--- src/rtl/sdram_seq_pkg.sv ---
package sdram_seq_pkg;

  typedef enum logic [2:0] {
    CMD_NOP,
    CMD_ACT,
    CMD_RD,
    CMD_WR,
    CMD_BST,
    CMD_PRE
  } sdCmd_e;

  // Strobes from the control FSM to the datapath
  typedef struct packed {
    sdCmd_e cmd;
    logic   markOpen;    // record the requested row as open in its bank
    logic   markClosed;  // forget the open row of the requested bank
  } ctlStrobe_t;

  // {ras, cas, we} levels for each command; chip-select is low for all of them
  function automatic logic [2:0] cmdPins(sdCmd_e c);
    case (c)
      CMD_ACT: return 3'b011;
      CMD_RD:  return 3'b101;
      CMD_WR:  return 3'b100;
      CMD_BST: return 3'b110;
      CMD_PRE: return 3'b010;
      default: return 3'b111;
    endcase
  endfunction

endpackage

--- src/rtl/sdram_seq_datapath.sv ---
module sdram_seq_datapath
  import sdram_seq_pkg::*;
#(
  parameter int COL_W  = 8,
  parameter int ROW_W  = 12,
  parameter int BANK_W = 2,
  parameter int DATA_W = 32
) (
  input  logic                          clk,
  input  logic                          rstN,
  input  ctlStrobe_t                    strobe,
  input  logic [ROW_W+BANK_W+COL_W-1:0] reqAddr,
  input  logic [DATA_W-1:0]             reqWdata,
  input  logic [DATA_W-1:0]             dqIn,
  output logic                          rowHit,
  output logic                          bankOpen,
  output logic                          csN,
  output logic                          rasN,
  output logic                          casN,
  output logic                          weN,
  output logic [ROW_W-1:0]              sdAddr,
  output logic [BANK_W-1:0]             sdBa,
  output logic [DATA_W-1:0]             dqOut,
  output logic                          dqOe,
  output logic [DATA_W-1:0]             rdData
);

  localparam int NUM_BANKS = 1 << BANK_W;

  logic [COL_W-1:0]  reqCol;
  logic [BANK_W-1:0] reqBank;
  logic [ROW_W-1:0]  reqRow;
  logic [ROW_W-1:0]  colOnBus;

  assign reqCol   = reqAddr[COL_W-1:0];
  assign reqBank  = reqAddr[COL_W +: BANK_W];
  assign reqRow   = reqAddr[COL_W+BANK_W +: ROW_W];
  assign colOnBus = {{(ROW_W-COL_W){1'b0}}, reqCol};

  // Open-row table
  logic [NUM_BANKS-1:0] openValid;
  logic [ROW_W-1:0]     openRow [NUM_BANKS];
  logic [NUM_BANKS-1:0] bankHit;

  always_ff @(posedge clk) begin
    if (!rstN) begin
      openValid <= '0;
      for (int b = 0; b < NUM_BANKS; b++) openRow[b] <= '0;
    end else if (strobe.markClosed) begin
      openValid[reqBank] <= 1'b0;
    end else if (strobe.markOpen) begin
      openValid[reqBank] <= 1'b1;
      openRow[reqBank]   <= reqRow;
    end
  end

  for (genvar b = 0; b < NUM_BANKS; b++) begin : g_hit
    assign bankHit[b] = openValid[b] && (openRow[b] == reqRow);
  end

  assign rowHit   = bankHit[reqBank];
  assign bankOpen = openValid[reqBank];

  // Registered command, address and write data
  always_ff @(posedge clk) begin
    if (!rstN) begin
      {csN, rasN, casN, weN} <= 4'b1111;
      sdAddr <= '0;
      sdBa   <= '0;
      dqOut  <= '0;
      dqOe   <= 1'b0;
    end else begin
      csN               <= 1'b0;
      {rasN, casN, weN} <= cmdPins(strobe.cmd);
      dqOe              <= (strobe.cmd == CMD_WR);
      case (strobe.cmd)
        CMD_ACT: begin
          sdAddr <= reqRow;
          sdBa   <= reqBank;
        end
        CMD_RD, CMD_WR: begin
          sdAddr <= colOnBus;
          sdBa   <= reqBank;
        end
        CMD_PRE: begin
          sdAddr <= '0;
          sdBa   <= reqBank;
        end
        default: ;
      endcase
      if (strobe.cmd == CMD_WR) dqOut <= reqWdata;
    end
  end

  assign rdData = dqIn;

  // An activate is always followed by a NOP (the delay is at least 2)
  assert_act_then_nop_R3: assert property (@(posedge clk) disable iff (!rstN)
    (!csN && !rasN && casN && weN) |=> (!csN && rasN && casN && weN));

  // A precharged bank is marked closed in the table
  assert_pre_closes_R5: assert property (@(posedge clk) disable iff (!rstN)
    (!csN && !rasN && casN && !weN) |-> !openValid[sdBa]);

endmodule

--- src/rtl/sdram_seq_control.sv ---
module sdram_seq_control
  import sdram_seq_pkg::*;
#(
  parameter int TRP = 3
) (
  input  logic       clk,
  input  logic       rstN,
  input  logic       cfgRcd3,
  input  logic       cfgCl3,
  input  logic       reqValid,
  input  logic       reqWrite,
  input  logic       reqBurst,
  input  logic       reqLoadMulti,
  input  logic       rowHit,
  input  logic       bankOpen,
  output ctlStrobe_t strobe,
  output logic       reqAck
);

  localparam int CNT_W = ($clog2(TRP + 1) < 2) ? 2 : $clog2(TRP + 1);

  typedef enum logic [2:0] {
    S_IDLE, S_PRE_WAIT, S_ACT_WAIT, S_RD_WAIT, S_RD_DATA, S_WR
  } state_e;

  state_e           state, nextState;
  logic [CNT_W-1:0] cnt, nextCnt;
  logic             bstPend, nextBst;
  logic             issue;
  logic [CNT_W-1:0] rcdLoad, clLoad, preLoad;

  assign rcdLoad = cfgRcd3 ? CNT_W'(2) : CNT_W'(1);
  assign clLoad  = cfgCl3  ? CNT_W'(2) : CNT_W'(1);
  assign preLoad = CNT_W'(TRP - 2);

  always_comb begin
    nextState = state;
    nextCnt   = cnt;
    nextBst   = bstPend;
    issue     = 1'b0;
    strobe    = '{cmd: CMD_NOP, markOpen: 1'b0, markClosed: 1'b0};
    case (state)
      S_IDLE: begin
        if (reqValid) begin
          if (rowHit) begin
            issue = 1'b1;
          end else if (bankOpen) begin
            strobe.cmd        = CMD_PRE;
            strobe.markClosed = 1'b1;
            nextState         = S_PRE_WAIT;
            nextCnt           = preLoad;
          end else begin
            strobe.cmd      = CMD_ACT;
            strobe.markOpen = 1'b1;
            nextState       = S_ACT_WAIT;
            nextCnt         = rcdLoad;
          end
        end
      end
      S_PRE_WAIT: begin
        if (cnt == '0) nextState = S_IDLE;
        else           nextCnt   = cnt - 1'b1;
      end
      S_ACT_WAIT: begin
        if (cnt == '0) issue   = 1'b1;
        else           nextCnt = cnt - 1'b1;
      end
      S_RD_WAIT: begin
        if (bstPend) begin
          strobe.cmd = CMD_BST;
          nextBst    = 1'b0;
        end
        if (cnt == '0) nextState = S_RD_DATA;
        else           nextCnt   = cnt - 1'b1;
      end
      S_RD_DATA, S_WR: nextState = S_IDLE;
      default:         nextState = S_IDLE;
    endcase
    if (issue) begin
      if (reqWrite) begin
        strobe.cmd = CMD_WR;
        nextState  = S_WR;
      end else begin
        strobe.cmd = CMD_RD;
        nextState  = S_RD_WAIT;
        nextCnt    = clLoad;
        nextBst    = !reqBurst && !reqLoadMulti;
      end
    end
  end

  always_ff @(posedge clk) begin
    if (!rstN) begin
      state   <= S_IDLE;
      cnt     <= '0;
      bstPend <= 1'b0;
    end else begin
      state   <= nextState;
      cnt     <= nextCnt;
      bstPend <= nextBst;
    end
  end

  assign reqAck = (state == S_RD_DATA) || (state == S_WR);

  assert_single_ack_R10: assert property (@(posedge clk) disable iff (!rstN)
    reqAck |=> !reqAck);

endmodule

--- src/rtl/sdram_row_sequencer.sv ---
module sdram_row_sequencer
  import sdram_seq_pkg::*;
#(
  parameter int COL_W  = 8,
  parameter int ROW_W  = 12,
  parameter int BANK_W = 2,
  parameter int DATA_W = 32,
  parameter int TRP    = 3
) (
  input  logic                          clk,
  input  logic                          rstN,
  input  logic                          cfgRcd3,
  input  logic                          cfgCl3,
  input  logic                          reqValid,
  input  logic                          reqWrite,
  input  logic [ROW_W+BANK_W+COL_W-1:0] reqAddr,
  input  logic [DATA_W-1:0]             reqWdata,
  input  logic                          reqBurst,
  input  logic                          reqLoadMulti,
  output logic                          reqAck,
  output logic [DATA_W-1:0]             reqRdata,
  output logic                          sdCsN,
  output logic                          sdRasN,
  output logic                          sdCasN,
  output logic                          sdWeN,
  output logic [ROW_W-1:0]              sdAddr,
  output logic [BANK_W-1:0]             sdBa,
  output logic [DATA_W-1:0]             sdDqOut,
  output logic                          sdDqOe,
  input  logic [DATA_W-1:0]             sdDqIn
);

  ctlStrobe_t strobe;
  logic       rowHit;
  logic       bankOpen;

  sdram_seq_control #(.TRP(TRP)) u_control (
    .clk          (clk),
    .rstN         (rstN),
    .cfgRcd3      (cfgRcd3),
    .cfgCl3       (cfgCl3),
    .reqValid     (reqValid),
    .reqWrite     (reqWrite),
    .reqBurst     (reqBurst),
    .reqLoadMulti (reqLoadMulti),
    .rowHit       (rowHit),
    .bankOpen     (bankOpen),
    .strobe       (strobe),
    .reqAck       (reqAck)
  );

  sdram_seq_datapath #(
    .COL_W(COL_W), .ROW_W(ROW_W), .BANK_W(BANK_W), .DATA_W(DATA_W)
  ) u_datapath (
    .clk      (clk),
    .rstN     (rstN),
    .strobe   (strobe),
    .reqAddr  (reqAddr),
    .reqWdata (reqWdata),
    .dqIn     (sdDqIn),
    .rowHit   (rowHit),
    .bankOpen (bankOpen),
    .csN      (sdCsN),
    .rasN     (sdRasN),
    .casN     (sdCasN),
    .weN      (sdWeN),
    .sdAddr   (sdAddr),
    .sdBa     (sdBa),
    .dqOut    (sdDqOut),
    .dqOe     (sdDqOe),
    .rdData   (reqRdata)
  );

  logic [3:0] pinCmd;
  logic       pinAct, pinRd, pinWr, pinBst;
  assign pinCmd = {sdCsN, sdRasN, sdCasN, sdWeN};
  assign pinAct = (pinCmd == 4'b0011);
  assign pinRd  = (pinCmd == 4'b0101);
  assign pinWr  = (pinCmd == 4'b0100);
  assign pinBst = (pinCmd == 4'b0110);

  assert_rcd_gap_R4: assert property (@(posedge clk) disable iff (!rstN)
    (pinRd || pinWr) |-> !$past(pinAct));

  assert_read_latency_R7: assert property (@(posedge clk) disable iff (!rstN)
    (reqAck && !reqWrite) |-> (cfgCl3 ? $past(pinRd, 3) : $past(pinRd, 2)));

  assert_bst_after_read_R8: assert property (@(posedge clk) disable iff (!rstN)
    pinBst |-> $past(pinRd));

  assert_write_ack_R9: assert property (@(posedge clk) disable iff (!rstN)
    pinWr |-> (reqAck && sdDqOe));

endmodule

--- config.mk ---
export PLATFORM = sky130hd
export DESIGN_NAME = sdram_row_sequencer
export DESIGN_NICKNAME = d
export VERILOG_FILES = /design/src/rtl/sdram_seq_pkg.sv /design/src/rtl/sdram_seq_datapath.sv /design/src/rtl/sdram_seq_control.sv /design/src/rtl/sdram_row_sequencer.sv
export SDC_FILE = /design/constraint.sdc
export NUM_CORES = 1
export LEC_CHECK = 0
export BUFFER_PORTS_ARGS = -buffer_cell sky130_fd_sc_hd__buf_2
export CAP_MARGIN = 20
export CORE_MARGIN = 4
export CORE_UTILIZATION = 50
export DETAILED_ROUTE_END_ITERATION = 16
export GPL_TIMING_DRIVEN = 0
export HOLD_SLACK_MARGIN = 0.12
export PLACE_DENSITY = 0.79
export SLEW_MARGIN = 20
export SYNTH_ARGS = -nofsm -noshare
export SYNTH_HDL_FRONTEND = slang
export SYNTH_SLANG_ARGS = --single-unit
--- constraint.sdc ---
create_clock -name clk -period 4.3 [get_ports clk]
set_input_delay 0.645 -clock clk [delete_from_list [all_inputs] [get_ports clk]]
set_output_delay 0.645 -clock clk [all_outputs]
set_load 0.05 [all_outputs]
## After elaboration in Yosys (flattened, before gate mapping)

Memories as Yosys holds them, arrays and structs flattened.
Index checks and enable logic that the tools add are counted.

| word-level totals | value |
|---|---|
| register bits after elaboration | 61 |
| RAM bits | 48 |
| bits of input ports | 94 |
| output and inout bits | 84 |
| logic and storage cells | 108 |
| memories kept | 1 |

| cells by class | value |
|---|---|
| add/subtract/negate cells | 1 |
| order comparisons | 2 |
| eq/ne operators | 19 |
| multiplexer cells | 52 |
| bitwise gates (word level) | 3 |
| reduce and logical (&&, ||, !) cells | 18 |

Memory list:

| memory | depth | bits a word | read ports | clocked after memory_dff | write ports | line | source |
|---|---|---|---|---|---|---|---|
| u_datapath.openRow | 4 | 12 | 4 | 0 | 4 | sdram_seq_datapath.sv:42 | `logic [ROW_W-1:0] openRow [NUM_BANKS];` |

Operators with widths:

| operator | count |
|---|---|
| 12-bit equality test | 4 |
| 12-bit one-hot mux with 3 select lines | 1 |
| 3-bit 2-to-1 mux | 9 |
| 2-bit 2-to-1 mux | 11 |
| 1-bit 2-to-1 mux | 18 |
| 3-bit one-hot mux with 5 select lines | 1 |
| 3-bit by 2-bit equality test with 1-bit output (second input constant) | 4 |
| 3-bit equality test (second input constant) | 4 |
| 12-bit 2-to-1 mux | 1 |
| 3-bit one-hot mux with 4 select lines | 1 |
| 12-bit OR reduction | 1 |
| 5-bit 2-to-1 mux | 2 |
| 4-bit 2-to-1 mux | 2 |
| 3-bit by 1-bit equality test with 1-bit output (second input constant) | 2 |
| 1-bit logical AND | 6 |
| 3-bit by 1-bit inequality test with 1-bit output (second input constant) | 2 |
| 3-bit by 2-bit inequality test with 1-bit output (second input constant) | 2 |
| 3-bit one-hot mux with 2 select lines | 1 |
| 5-bit AND reduction | 1 |
| 4-bit bitwise AND | 1 |
| 1-bit binary-select mux with 2-bit select | 2 |
| 4-bit inverter | 1 |
| 4-bit OR | 1 |
| 2-bit one-hot mux with 2 select lines | 1 |
| 15 further kinds | 16 |

## Longest topological paths before layout

An unclocked memory read counts as a cell.

| depth | value |
|---|---|
| word-level depth | 14 |
| mapped depth | 10 |
| gate-level depth less buffers | 7 |

## Hierarchy

From an unflattened synthesis, not the netlist that was laid out.

| unflattened totals | value |
|---|---|
| cell total of the unflattened synthesis | 529 |
| area total of the unflattened synthesis | 5008.6 um^2 |

By module, submodules not included:

| module | instances | cells an instance | area an instance (um^2) | sequential area each (um^2) |
|---|---|---|---|---|
| sdram_seq_datapath | 1 | 474 | 4601.9 | 2542.4 |
| sdram_seq_control | 1 | 55 | 406.6 | 120.1 |

## Worst setup path before layout

Ideal clock, no wire load.

| timing | value |
|---|---|
| kind | input -> register |
| start point | input port reqAddr[14] |
| end point | memory u_datapath.openRow[2][0] (enable) |
| library setup time | 398 ps |
| arrival time | 2665 ps |
| data required time | 3902 ps |
| setup slack | 1237 ps |
| stages | 8 |
| path buffers | 2 |
| cells stage by stage | buf_2 > xor2_1 > nor3_1 > nand4_1 > nand3_1 > or4_1 > clkbuf_1 > o21ai_0 |

RTL lines:

| item | line | source |
|---|---|---|
| from (decl) | sdram_row_sequencer.sv:16 | `input logic [ROW_W+BANK_W+COL_W-1:0] reqAddr,` |
| to (decl) | sdram_seq_datapath.sv:42 |  |

==> impl_results.md <==
* Status: finished, final reports clean
* Hold WC Path Type: flip-flop to flip-flop
* Clk slew on worst S/H paths at 110 ps
* Combinational share of power at 0.363
* Slowest Stage Delay on Critical Path at 430 ps
* CTS resizes at 0
* Slew headroom at 0.605
* Drt total wl at between 10 and 15 mm
* Max-slew violations at 0
* Syn Inst Count at 544
* Top-area cell type share of the netlist area at 0.269
* Startpoint Class: primary input
* 1st-iter DRT viols at 468
* Routability Congestion at roughly 0.9
* Final period util at 0.614
* CTS tree: done
* Synth Net Count at approximately 640
* Number of global-route vias before repair at roughly 4,400
* Clock share of power at 0.200
* Power per cell area at roughly 460 mW/mm²
* Syn. warnings at 0
* HPWL Detailed at between 10 and 15 mm
* Slowest-stage cell, CP: o21ai_1
* Fraction of power spent switching nets at 0.407
* Avg Inst Size Synth at 9.86 µm²
* CP max FO at 8
* Vias per cell at 5.55
* Clock Latency Late Sink at 370 ps
* Grt ovf at 0
* Post-CTS setup buffer count at 0
* Die area at 0.0124 mm²
* Final instance area at 0.00638 mm²
* CP Capture Type: flip-flop
* Clock tree buffer depth at 2
* Async set-reset flop share out of synthesis at 0
* Top post-synthesis cells by area: edfxtp_1, dfxtp_1, xor2_1
* CP delay by family, top: simple AND/OR/NAND/NOR gates
* Htree depth at 3
* #FFs+latches synth at 109
* Worst VDD drop at 0.290 mV
* Worst slew pin tran at roughly 600 ps
* Fillers at around 870
* Crit Path Class: primary input to flip-flop
* Largest net degree at the start of global routing at 19
* Die Span Y at 112 µm
* Final hold vios at 0
* Reg power frac at 0.437
* Leakage at 2.78 nW
* RSZ-0062 raised after global routing: no
* CTS root buf: clkbuf_8
* DR vias at about 4,600
* Sw Pwr at 1.20 mW
* Cell Rows at 37
* Sequential cell area fraction in the yosys report at 0.497
* Die Width at 112 µm
* 1st-pass router iterations at 5
* Setup Skew at around 15 ps
* # setup viols final at 0
* Core ar. at 0.0104 mm²
* Setup TNS at 0 ps
* Post-route ant nets at 0
* Buf+Inv Stages, Crit Path at 3
* Sink Count at 109
* Hold Buf Count CTS at 0
* Max-cap violations at 0
* Diodes inserted at 0
* Post-DP Area at 0.00620 mm²
* Number of library cell types mapped by synthesis at 48
* Int Pwr at 1.75 mW
* Post-layout util at 0.616
* Most frequent cell after synthesis: dfxtp_1
* Crit path required time at 4390 ps
* Initial antenna violation count at 0
* TritonCTS buffer count at 9
* Leading area contributor after synthesis: edfxtp_1
* Synth Flop Type: dfxtp_1
* DRC viols at 0
* Port Buf Inserts at 132
* Tmin final at 2640 ps
* Synth cell count leaders: dfxtp_1, nand2_1, edfxtp_1
* Crit path DAT at approximately 2700 ps
* Nets@finish at 782
* Tot GR Track Use at 0.217
* Crit-path cells: buf_2 -> xor2_1 -> nor3_1 -> nand4_1 -> nand3_1 -> or4_1 -> clkbuf_1 -> o21ai_1 -> buf_4
* Max frequency at approximately 380 MHz
* Num ports at roughly 180
* Initial Utilization at 0.517
* Layout cells sized above 1 at 0.355
* Syn-to-layout area delta at 19.0%
* First-pass GRT wire length at 22.0 mm
* Number of synthesized flops with an enable pin at 48
* Average wire per standard cell at 16.8 µm
* Area of the mapped netlist at 0.00536 mm²
-- layout by cell type, fill, tap and decap left out, types with 3 or more instances in the layout --
| master | instances |
|---|---|
| edfxtp_1 | 48 |
| nor2_1 | 21 |
| nand2_1 | 56 |
| o21ai_1 | 19 |
| and3_1 | 9 |
| clkbuf_8 | 10 |
| o21ai_2 | 12 |
| nand3_2 | 16 |
| xnor2_1 | 7 |
| dfxtp_1 | 61 |
| nor3_1 | 34 |
| o21ai_0 | 14 |
| a31oi_1 | 10 |
| inv_1 | 15 |
| and2_1 | 3 |
| buf_2 | 146 |
| clkbuf_1 | 20 |
| xor2_1 | 41 |
| mux2i_1 | 5 |
| nand3_1 | 22 |
| a21oi_1 | 12 |
| buf_6 | 8 |
| nor4_1 | 20 |
| a21o_1 | 3 |
| buf_4 | 38 |
| nand4_1 | 8 |
-- per-stage QoR --
step	cells	hold slack [ps]	power, mW	setup WS, ps
after floorplan	544	445	2.11	1240
after detailed placement	813	443	2.38	1270
after global placement	812	437	2.35	634
after global routing	829	478	3.09	1500
after CTS	829	461	2.95	1660
final	829	457	2.96	1660
-- cell type report --
class	count	area [µm²]	area share
multi-input combinational	338	2120	0.332
inverter	15	56.3	0.00882
sequential	109	2660	0.417
timing repair buffer	133	668	0.105
buffer	82	526	0.0823
clock inverter	6	45.0	0.00706
tap	136	170	0.0267
clock buffer	10	138	0.0216
-- metal layers --
layer  vias up  routed length (µm)  GRT usage
li1       2161                   -          -
met1      2158                5840      0.295
met2       250                6570      0.353
met3        32                1160     0.0266
met4         0                 348     0.0860
met5         -                   0          0
-- state kept, by name, summed over array words and instances, names as in the netlist, named ones only --
name / cells
u_datapath.weN: 1
u_datapath.dqOe: 1
u_datapath.rasN: 1
u_datapath.dqOut: 32
u_datapath.sdAddr: 12
u_datapath.sdBa: 2
u_control.cnt: 2
u_control.state: 3
u_control.bstPend: 1
u_datapath.csN: 1
u_datapath.casN: 1
u_datapath.openRow: 48
-- cell families after synthesis --
kind of cell	after synthesis	share of synthesized area
AOI/OAI and AO/OA	82	0.101
xor gates and xnor gates	48	0.0784
buffers and inverters	97	0.108
DFF	109	0.496
muxes	6	0.0135
and+or+nand+nor	202	0.203
-- final timing paths --
check,slack [ps],from,cells past startpoint,end
worst max-delay path,1660,reqAddr[14],9,u_datapath.openRow[2][2]$_SDFFCE_PN0P_
worst min-delay path,460,u_datapath.dqOut[14]$_SDFFE_PN0P_,2,u_datapath.dqOut[14]$_SDFFE_PN0P_
worst max register to register,1690,u_control.state[2]$_SDFFE_PN0P_,6,u_datapath.openRow[2][2]$_SDFFCE_PN0P_
worst min register to register,460,u_datapath.dqOut[14]$_SDFFE_PN0P_,2,u_datapath.dqOut[14]$_SDFFE_PN0P_
-- worst reg2reg max path, stage by stage (launching register included) --
cell and delay [ps]:
dfxtp_1 400, nor3_2 310, nand2_1 240, or4_1 510, clkbuf_1 190, o21ai_1 430, buf_4 260
-- power groups by stage --
stage / Combinational, mW / Clock [mW] / Sequential, mW
after floorplan: 0.537 / 0 / 1.58
after global placement: 1.04 / 0 / 1.30
after detailed placement: 1.06 / 0 / 1.31
after CTS: 1.07 / 0.595 / 1.29
after global routing: 1.15 / 0.640 / 1.31
final: 1.07 / 0.591 / 1.29
No activity file was read; power rests on OpenSTA's default activity.
